`src/rtl/jrx_pkg.sv`:
```
`timescale 1ns/1ps
package jrx_pkg;

  localparam int SAMPLE_MAX = 24;
  localparam int HALF_LEN   = 32;

  // Strobes from control to datapath, all valid in the current bit-clock cycle.
  typedef struct packed {
    logic halfStart;   // a frame-clock transition was sampled this edge
    logic capture;     // current data bit lies inside the sample window
    logic latchLeft;   // left half-frame just ended after a synced start
    logic latchPair;   // right half-frame just ended; pair is complete
  } rxStrobes_t;

  typedef enum logic [1:0] {
    WIDTH_16 = 2'd0,
    WIDTH_18 = 2'd1,
    WIDTH_20 = 2'd2,
    WIDTH_24 = 2'd3
  } widthCode_t;

  function automatic int sampleBits(input logic [1:0] sel);
    case (widthCode_t'(sel))
      WIDTH_16: return 16;
      WIDTH_18: return 18;
      WIDTH_20: return 20;
      default:  return 24;
    endcase
  endfunction

endpackage

```
`src/rtl/jrx_ctrl.sv`:
```
`timescale 1ns/1ps
module jrx_ctrl
  import jrx_pkg::*;
#(
  parameter int HALF_CLKS = HALF_LEN
) (
  input  logic       bitClk,
  input  logic       rstN,
  input  logic       frameClk,
  input  logic       rightJustMode,
  input  logic [1:0] widthSel,
  output rxStrobes_t strb
);

  localparam int CNT_W = $clog2(HALF_CLKS) + 1;
  localparam logic [CNT_W-1:0] LAST_POS = CNT_W'(HALF_CLKS - 1);
  localparam logic [CNT_W-1:0] HALF_V   = CNT_W'(HALF_CLKS);
  localparam logic [CNT_W-1:0] POS_SAT  = {CNT_W{1'b1}};

  logic             prevFrame;
  logic [CNT_W-1:0] posReg;
  logic [CNT_W-1:0] posNow;
  logic [CNT_W-1:0] widthBits;
  logic [CNT_W-1:0] rjStart;
  logic             transition;
  logic             halfSynced;
  logic             leftOk;
  logic             inWindow;

  assign transition = frameClk ^ prevFrame;
  assign widthBits  = CNT_W'(sampleBits(widthSel));
  assign rjStart    = HALF_V - widthBits;

  // Position of the bit sampled at this edge within the half-frame.
  always_comb begin
    if (transition)            posNow = '0;
    else if (posReg == POS_SAT) posNow = POS_SAT;
    else                        posNow = posReg + 1'b1;
  end

  always_comb begin
    if (rightJustMode) inWindow = (posNow >= rjStart) && (posNow <= LAST_POS);
    else               inWindow = (posNow < widthBits);
  end

  always_ff @(posedge bitClk) begin
    if (!rstN) begin
      prevFrame  <= 1'b0;
      posReg     <= POS_SAT;
      halfSynced <= 1'b0;
      leftOk     <= 1'b0;
    end else begin
      prevFrame <= frameClk;
      posReg    <= posNow;
      if (transition) begin
        halfSynced <= 1'b1;
        if (frameClk) leftOk <= halfSynced;  // left half just closed
        else          leftOk <= 1'b0;        // pair closed; new left starts
      end
    end
  end

  always_comb begin
    strb.halfStart = transition;
    strb.capture   = inWindow;
    strb.latchLeft = transition && frameClk && halfSynced;
    strb.latchPair = transition && !frameClk && halfSynced && leftOk;
  end

endmodule

```
`src/rtl/jrx_datapath.sv`:
```
`timescale 1ns/1ps
module jrx_datapath
  import jrx_pkg::*;
#(
  parameter int WORD_W = SAMPLE_MAX
) (
  input  logic              bitClk,
  input  logic              rstN,
  input  logic              serialData,
  input  logic [1:0]        widthSel,
  input  rxStrobes_t        strb,
  output logic [WORD_W-1:0] leftWord,
  output logic [WORD_W-1:0] rightWord,
  output logic              pairValid
);

  localparam int SH_W = $clog2(WORD_W + 1);

  logic [WORD_W-1:0] shiftAcc;
  logic [WORD_W-1:0] leftHold;
  logic [WORD_W-1:0] alignedWord;
  logic [SH_W-1:0]   padBits;

  // Number of zero bits below a W-bit sample inside the output word.
  assign padBits     = SH_W'(WORD_W) - SH_W'(sampleBits(widthSel));
  assign alignedWord = shiftAcc << padBits;

  always_ff @(posedge bitClk) begin
    if (!rstN) begin
      shiftAcc  <= '0;
      leftHold  <= '0;
      leftWord  <= '0;
      rightWord <= '0;
      pairValid <= 1'b0;
    end else begin
      pairValid <= strb.latchPair;
      if (strb.latchLeft) leftHold <= alignedWord;
      if (strb.latchPair) begin
        leftWord  <= leftHold;
        rightWord <= alignedWord;
      end
      if (strb.halfStart)
        shiftAcc <= strb.capture ? {{(WORD_W-1){1'b0}}, serialData} : '0;
      else if (strb.capture)
        shiftAcc <= {shiftAcc[WORD_W-2:0], serialData};
    end
  end

endmodule

```
`src/rtl/justified_rx.sv`:
```
`timescale 1ns/1ps
module justified_rx
  import jrx_pkg::*;
#(
  parameter int WORD_W    = SAMPLE_MAX,
  parameter int HALF_CLKS = HALF_LEN
) (
  input  logic              bitClk,
  input  logic              rstN,
  input  logic              frameClk,
  input  logic              serialData,
  input  logic              rightJustMode,
  input  logic [1:0]        widthSel,
  output logic [WORD_W-1:0] leftWord,
  output logic [WORD_W-1:0] rightWord,
  output logic              pairValid
);

  rxStrobes_t strb;

  jrx_ctrl #(.HALF_CLKS(HALF_CLKS)) i_ctrl (
    .bitClk        (bitClk),
    .rstN          (rstN),
    .frameClk      (frameClk),
    .rightJustMode (rightJustMode),
    .widthSel      (widthSel),
    .strb          (strb)
  );

  jrx_datapath #(.WORD_W(WORD_W)) i_dp (
    .bitClk     (bitClk),
    .rstN       (rstN),
    .serialData (serialData),
    .widthSel   (widthSel),
    .strb       (strb),
    .leftWord   (leftWord),
    .rightWord  (rightWord),
    .pairValid  (pairValid)
  );

endmodule

```
`config.mk`:
```
export PLATFORM = sky130hd
export DESIGN_NAME = justified_rx
export DESIGN_NICKNAME = d
export VERILOG_FILES = /design/src/rtl/jrx_pkg.sv /design/src/rtl/jrx_ctrl.sv /design/src/rtl/jrx_datapath.sv /design/src/rtl/justified_rx.sv
export SDC_FILE = /design/constraint.sdc
export NUM_CORES = 1
export LEC_CHECK = 0
export BUFFER_PORTS_ARGS = -buffer_cell sky130_fd_sc_hd__buf_4
export CAP_MARGIN = 25
export CORE_MARGIN = 2
export CORE_UTILIZATION = 60
export CTS_CLUSTER_SIZE = 30
export DETAILED_ROUTE_END_ITERATION = 8
export PLACE_DENSITY = 0.83
export REMOVE_ABC_BUFFERS = 1
export SYNTH_ARGS = -nofsm -noshare
export SYNTH_HDL_FRONTEND = slang
export SYNTH_HIERARCHICAL = 1
export SYNTH_SLANG_ARGS = --single-unit
```
`constraint.sdc`:
```
create_clock -name bitClk -period 7.7 [get_ports bitClk]
set_input_delay 1.54 -clock bitClk [delete_from_list [all_inputs] [get_ports bitClk]]
set_output_delay 1.54 -clock bitClk [all_outputs]
set_load 0.01 [all_outputs]
```
==> results of run 1 <==
[path summary, 6_finish.rpt]
kind,from,to
setup / recovery,frameClk,i_dp/shiftAcc[15]
hold / removal,i_dp/leftHold[7],i_dp/leftHold[7]
setup reg to reg,i_ctrl/posReg[0],i_dp/shiftAcc[15]
hold reg to reg,i_dp/leftHold[7],i_dp/leftHold[7]
[worst reg2reg max path: stages, from the launching register on]
cell	delay, ns
dfxtp_1	0.41
ha_1	0.24
and3_1	0.22
and3_2	0.21
o21ai_0	0.12
ha_1	0.27
nand3b_1	0.10
o221ai_1	0.14
maj3_2	0.34
o21ai_2	0.11
o311a_1	0.32
inv_1	0.07
nor2_1	0.38
buf_6	0.23
a22o_1	0.14
[per-layer routing]
layer,vias up,global-route usage [%],wire length [um]
met5,-,0,0
met4,0,8.95,142
met3,14,4.07,411
met2,93,35.7,4630
met1,1736,31.4,4620
li1,1820,-,-
[logic make-up (layout without fill, tap and decap cells)]
logic type / after synthesis / in the layout / share of synthesized area [%]
AO/OA/AOI/OAI: 139 / 139 / 18.7
AND/OR/NAND/NOR: 116 / 116 / 13.8
flip-flops: 106 / 106 / 44.8
multiplexers: 58 / 58 / 12.8
buffers and inverters: 57 / 94 / 5.62
adder cells (fa/ha/maj): 16 / 16 / 4.20
XOR/XNOR: 1 / 1 / 0.185
[layout by cell type, fill, tap and decap left out, types with 2 or more instances in the layout]
master / instances
dfxtp_1: 106
buf_4: 58
mux2i_1: 56
nor2b_1: 45
o21ai_0: 39
a21oi_1: 29
a22o_1: 21
nor2_1: 19
o22ai_1: 18
inv_1: 17
ha_1: 15
nand2_1: 13
a31oi_1: 11
nand2b_1: 11
clkbuf_8: 9
nand3_1: 5
a211o_1: 5
nand3b_1: 4
a32oi_1: 4
nor3_1: 4
and2_1: 3
o21a_1: 3
bufinv_16: 2
inv_6: 2
and3_2: 2
and4_1: 2
o21ai_2: 2
or2_2: 2
mux4_2: 2
a211o_2: 2
buf_6: 2
[power by group]
part           switching (uW)  internal [uW]  total, uW
logic                    64.8           43.4        108
registers                9.59            560        569
clock network             194            186        380
total                     269            789       1060
[area by class of cell]
| type | instances | share of cell area (%) |
|---|---|---|
| Timing Repair Buffer | 60 | 8.56 |
| Sequential cell | 106 | 39.7 |
| Inverter | 18 | 1.26 |
| Multi-Input combinational cell | 330 | 44.0 |
| Clock inverter | 7 | 1.85 |
| Tap cell | 102 | 2.39 |
| Clock buffer | 9 | 2.32 |
[cell usage after synthesis (all sizes together), types with 2 or more instances]
library cell    n  area share (%)
o21a            3            0.48
clkbuf         24             1.9
a211o           7             1.3
dfxtp         106              45
nand2          13             1.0
a22o           21             3.9
a21oi          29             3.1
inv            17             1.3
and3            3            0.42
a31oi          11             1.5
mux4            2            0.95
nand3b          4            0.63
ha             15             4.0
or2             2            0.26
nand3           5            0.53
nor3            4            0.42
mux2i          56              12
nor2           19             1.5
and2            3            0.40
and4            2            0.37
a32oi           4            0.74
o22ai          18             2.4
nor2b          45             5.9
o21ai          41             4.5
nand2b         11             1.5
buf            15             2.3
[stage by stage]
stage | hold WS [ns] | cells | utilization (%) | setup WS (ns)
2_1_floorplan | 0.443 | 454 | - | 3.45
3_3_place_gp | 0.464 | 614 | 66.4 | 3.03
3_5_place_dp | 0.474 | 616 | 66.7 | 3.29
4_1_cts | 0.496 | 632 | 69.6 | 3.65
5_1_grt | 0.544 | 632 | 69.6 | 3.38
6_report | 0.494 | 632 | 69.6 | 3.61
[flip-flops by register name (all words and copies together), names as in the netlist]
register,cells
i_dp/leftHold,24
i_ctrl/leftOk,1
i_dp/leftWord,24
i_ctrl/halfSynced,1
i_ctrl/posReg,6
i_dp/rightWord,24
i_ctrl/prevFrame,1
i_dp/pairValid,1
i_dp/shiftAcc,24
==> flow_summary_export.csv, run 1 <==
group,metric,value,unit
status,status,"finished clean",
route,routed_via_density,5.80,
floorplanning,die_area,8630,sq um
sta,setup-tns-final,0,ns
synthesis,yosysSeqAreaShare,44.8,%
critical_path,critPathLaunchType,"input port",
floorplanning,dieWidth,92.9,um
critical_path,slowest_delay,0.43,ns
synthesis,synth_edf_count,0,
sta,grt_setup_unrepaired,"no",
global_route,first_global_vias,3340,
cells_and_area,layout-drive-gt1-share,16.4,%
clocking,cts_hold_buf,0,
critical_path,worstSetupEndpointType,"flop",
synthesis,ys.warnings.count,6,
placement,dp_hpwl,6690,um
sta,fmax,244,MHz
synthesis,ys_seq_elements,106,
placement,finalWeightedCongestion,0.899,
critical_path,worstPathCellList,"buf_4 > inv_1 > ha_1 > o21ai_0 > ha_1 > nand3b_1 > o221ai_1 > maj3_2 > o21ai_2 > o311a_1 > inv_1 > nor2_1 > buf_6 > a22o_1",
placement,portBuffers,55,
floorplanning,start_util,61.7,%
critical_path,rrSetupSlack,4.34,ns
route,first_pass_iters,4,
critical_path,crit_cells,14,
clocking,path_clk_slew,0.10,ns
critical_path,r2r.worst_path.cells,14,
synthesis,syn_area,4740,sq um
critical_path,cpMaxStageDelayCell,"ha_1",
clocking,cts_tree,"yes",
sta,finalMaxSlewViolations,0,
route,detail-route-antenna-nets,0,
sta,final_hold_viol_count,0,
clocking,cts_resized,0,
route,route.detailed.drc,0,
route,routed_wl,9800,um
synthesis,ys.flop_type,"dfxtp_1",
global_route,antenna_found_initial,0,
floorplanning,die-height,92.9,um
global_route,track_usage,22.8,%
cells_and_area,stdcell_area,5350,sq um
placement,placed_area,5130,sq um
sta,layout_min_cycle_time,4.09,ns
clocking,cts_root_buf,"clkbuf_8",
clocking,clockBufferDepth,2,
critical_path,cp_max_fo,15,
power,peakVddDrop,111,uV
floorplanning,io_pins,56,
cells_and_area,fin_nets,547,
clocking,cts_max_level,3,
floorplanning,rows,32,
cells_and_area,insertedDiodeCount,0,
global_route,grt_overflow_total,0,
clocking,post_cts_buffers,0,
clocking,clock_latency,0.37,ns
critical_path,crit_buf_inv,4,
critical_path,cp.arrival,4.40,ns
synthesis,synth_cells,493,
route,num_vias,3663,
cells_and_area,multi_input_area,2350,sq um
cells_and_area,nFillCells,622,
floorplanning,core_area,7690,sq um
route,drtIter0Drc,248,
cells_and_area,area.growth.synth_to_final,12.9,%
sta,period_share,53.1,%
sta,setup-violations-final,0,
synthesis,synth_cell_types,46,
synthesis,avgSynthCellArea,9.61,sq um
sta,relSlewSlack,46.4,%
power,power.density,198,nW/um^2
sta,skew,0.0124,ns
synthesis,async_flop_share,0,%
critical_path,critPathKind,"in -> reg",
flow_run,cap_violations,0,
critical_path,crit_family,"adder cells",
critical_path,required,8.01,ns
hold_path,hp-class,"reg -> reg",
clocking,clock_sinks,106,
route,drt-wirelength-per-cell,15.5,um
cells_and_area,seqCellArea,2120,sq um
hold_path,whs_path_depth,2,
power,p_leak,0.00209,uW
clocking,cts_made_buffers,9,
global_route,grt_max_degree,86,
sta,worstMarginPinSlew,0.805,ns
power,p_total,1060,uW
global_route,grt_pass1_wl,15800,um
(Power assumes the default switching activity.)
==> inputs of run 2 (changes only) <==
ABC_AREA = 1   (was default)
CORE_UTILIZATION = 58   (was 60)
PLACE_DENSITY = 0.8   (was 0.83)
clock period = 3.9 ns   (was 7.7 ns; I/O delays follow)
==> run 2 against run 1 <==
Area after synthesis rose by 2.5%. Wire length up 16%. Clock-buffer cell count unchanged. Non-clock buffer count rose by 3. Global-route usage increased by 3.2 points. Sequential power rose by 100%. Die area grew 5.8%. Critical path depth rose by 1. Core utilization fell by 2.9 points. Setup slack got worse by 2.8 ns. Clock skew shrank 0.0031 ns. Largest power group unchanged. Highest routed layer unchanged.
==> flow_summary_export.csv, run 2 <==
group,metric,value,unit
cells_and_area,layoutNonFillerInstCount,836,
sta,fmax,321,MHz
global_route,first_global_vias,4076,
route,drt-wirelength-per-cell,13.6,um
global_route,grt_max_degree,46,
sta,worstMarginPinSlew,0.844,ns
clocking,clock_sinks,106,
placement,finalWeightedCongestion,0.824,
global_route,grt_overflow_total,0,
sta,layout_min_cycle_time,3.11,ns
critical_path,required,4.20,ns
clocking,cts_root_buf,"clkbuf_8",
clocking,cts_hold_buf,0,
clocking,cts_resized,0,
cells_and_area,insertedDiodeCount,0,
cells_and_area,seqCellArea,2120,sq um
synthesis,synth_top_area_cell,"dfxtp_1",
clocking,cts_tree,"yes",
clocking,clockBufferDepth,2,
critical_path,crit_buf_inv,4,
synthesis,ys.warnings.count,6,
synthesis,synth_edf_count,0,
sta,grt_setup_unrepaired,"no",
synthesis,synthTopCellsByCount,"133 x nand2_1, 126 x nor2_1, 107 x nand3_1",
sta,finalMaxSlewViolations,0,
critical_path,critPathKind,"in -> reg",
critical_path,crit_family,"compound AO/OA/AOI/OAI gates",
placement,place_inst,819,
floorplanning,start_util,59.4,%
status,status,"finished clean",
cells_and_area,area.growth.synth_to_final,12.3,%
synthesis,ys_seq_elements,106,
placement,portBuffers,55,
synthesis,yosysSeqAreaShare,43.7,%
sta,skew,0.00931,ns
route,route.detailed.drc,0,
global_route,track_usage,26.0,%
sta,period_share,79.8,%
critical_path,cpMaxStageDelayCell,"nand2_1",
floorplanning,io_pins,56,
sta,final_hold_viol_count,0,
route,num_vias,4559,
synthesis,synthTopCellsByArea,"dfxtp_1 44%, nand3_1 11%, nand2_1 10%, nor2_1 9.7%, inv_1 4.6%",
critical_path,slowest_delay,0.47,ns
synthesis,async_flop_share,0,%
clocking,cts_max_level,3,
cells_and_area,final_common_cell,"nand2_1",
critical_path,cp_max_fo,22,
critical_path,critPathLaunchType,"input port",
critical_path,crit_top_cell,"nand2_1",
sta,holdWs,0.494,ns
synthesis,yosysMostFrequentCell,"nand2_1",
route,routed_via_density,5.45,
route,drtIter0Drc,386,
route,routed_wl,11400,um
critical_path,cp.arrival,3.41,ns
cells_and_area,fin_nets,748,
synthesis,synth_cells,696,
clocking,clock_latency,0.38,ns
floorplanning,rows,33,
floorplanning,die_area,9120,sq um
floorplanning,core_area,8180,sq um
cells_and_area,final_cell_mix,"133 x nand2_1, 126 x nor2_1, 107 x nand3_1",
sta,setup-violations-final,0,
clocking,post_cts_buffers,0,
synthesis,syn_area,4860,sq um
sta,setup-tns-final,0,ns
route,first_pass_iters,5,
critical_path,worstSetupEndpointType,"flop",
synthesis,synth_cell_types,27,
cells_and_area,multi_input_area,2260,sq um
power,p_leak,0.00265,uW
cells_and_area,nFillCells,735,
global_route,grt_pass1_wl,18600,um
critical_path,worstPathCellList,"buf_4 > inv_1 > ha_1 > inv_2 > nor2_4 > nand2_1 > inv_1 > ha_1 > a21oi_1 > nor2_1 > o211ai_1 > nand2_1 > a21oi_2 > nand2_1 > o22ai_1",
floorplanning,die-height,95.5,um
hold_path,hp-class,"reg -> reg",
synthesis,ys.flop_type,"dfxtp_1",
clocking,cts_made_buffers,9,
sta,relSlewSlack,43.6,%
placement,dp_hpwl,7660,um
power,power.density,393,nW/um^2
clocking,path_clk_slew,0.10,ns
flow_run,cap_violations,0,
synthesis,yosys.area.top_type_share,43.7,%
synthesis,avgSynthCellArea,6.98,sq um
route,detail-route-antenna-nets,0,
floorplanning,dieWidth,95.5,um
power,peakVddDrop,313,uV
global_route,antenna_found_initial,0,
cells_and_area,layout-drive-gt1-share,12.4,%
-- run 2: cell count changes in the layout (fill, tap and decap cells not counted), moves of 21 or more --
cell,previous run,this run
a22o_1,21,0
inv_1,17,60
mux2i_1,56,0
nand2_1,13,133
nand3_1,5,107
nor2_1,19,126
nor2b_1,45,0
-- run 2: cell type report --
| cell class | count | share of cell area [%] |
|---|---|---|
| Timing Repair Buffer | 63 | 9.03 |
| Tap cell | 105 | 2.41 |
| Clock buffer | 9 | 2.27 |
| Clock inverter | 7 | 1.54 |
| Multi-Input combinational cell | 481 | 41.4 |
| Sequential cell | 106 | 38.9 |
| Inverter | 65 | 4.47 |
-- run 2: per-stage QoR --
step | utilization [%] | worst slack (ns) | total power, uW | cell area [sq um]
3_5_place_dp | 63.9 | 0.438 | 1450 | 5220
4_1_cts | 66.4 | 0.826 | 2150 | 5430
3_3_place_gp | 63.9 | 0.522 | 1440 | 5220
2_1_floorplan | - | 0.766 | 1360 | 4620
6_report | 66.7 | 0.788 | 2150 | 5460
5_1_grt | 66.7 | 0.545 | 2240 | 5460
-- run 2: worst paths after layout --
path	startpoint	endpoint	slack, ns	cells after the start
worst max-delay path	frameClk	i_dp/shiftAcc[14]	0.79	15
worst min-delay path	i_dp/leftHold[20]	i_dp/leftWord[20]	0.49	2
worst min register to register	i_dp/leftHold[20]	i_dp/leftWord[20]	0.49	2
worst max register to register	i_ctrl/prevFrame	i_dp/shiftAcc[14]	1.02	13
-- run 2: kinds of logic after synthesis --
kind of cell	after synthesis	synth area share [%]
simple gates	373	32.0
buf+inv	109	9.84
flops	106	43.7
compound gates	93	10.6
fa+ha+maj	15	3.86
-- run 2: tightest hold or removal path, delay by kind of cell (launching register included) --
family / cells / cell delay (ns)
AND/OR/NAND/NOR: 2 / 0.14
flip-flops: 1 / 0.32
-- run 2: report_power, final --
group	total, uW	switching (uW)	internal (uW)	leakage [uW]
registers	1140	21.3	1120	0.000860
clock network	709	400	309	0.000103
logic	299	201	98.4	0.00169
-- run 2: per-layer routing --
layer  global-route usage, %  vias up  wire length (um)
li1                        -     2315                 -
met1                    32.9     2098              5100
met2                    44.8      130              5470
met3                    5.45       16               628
met4                    7.38        0               156
met5                       0        -                 0
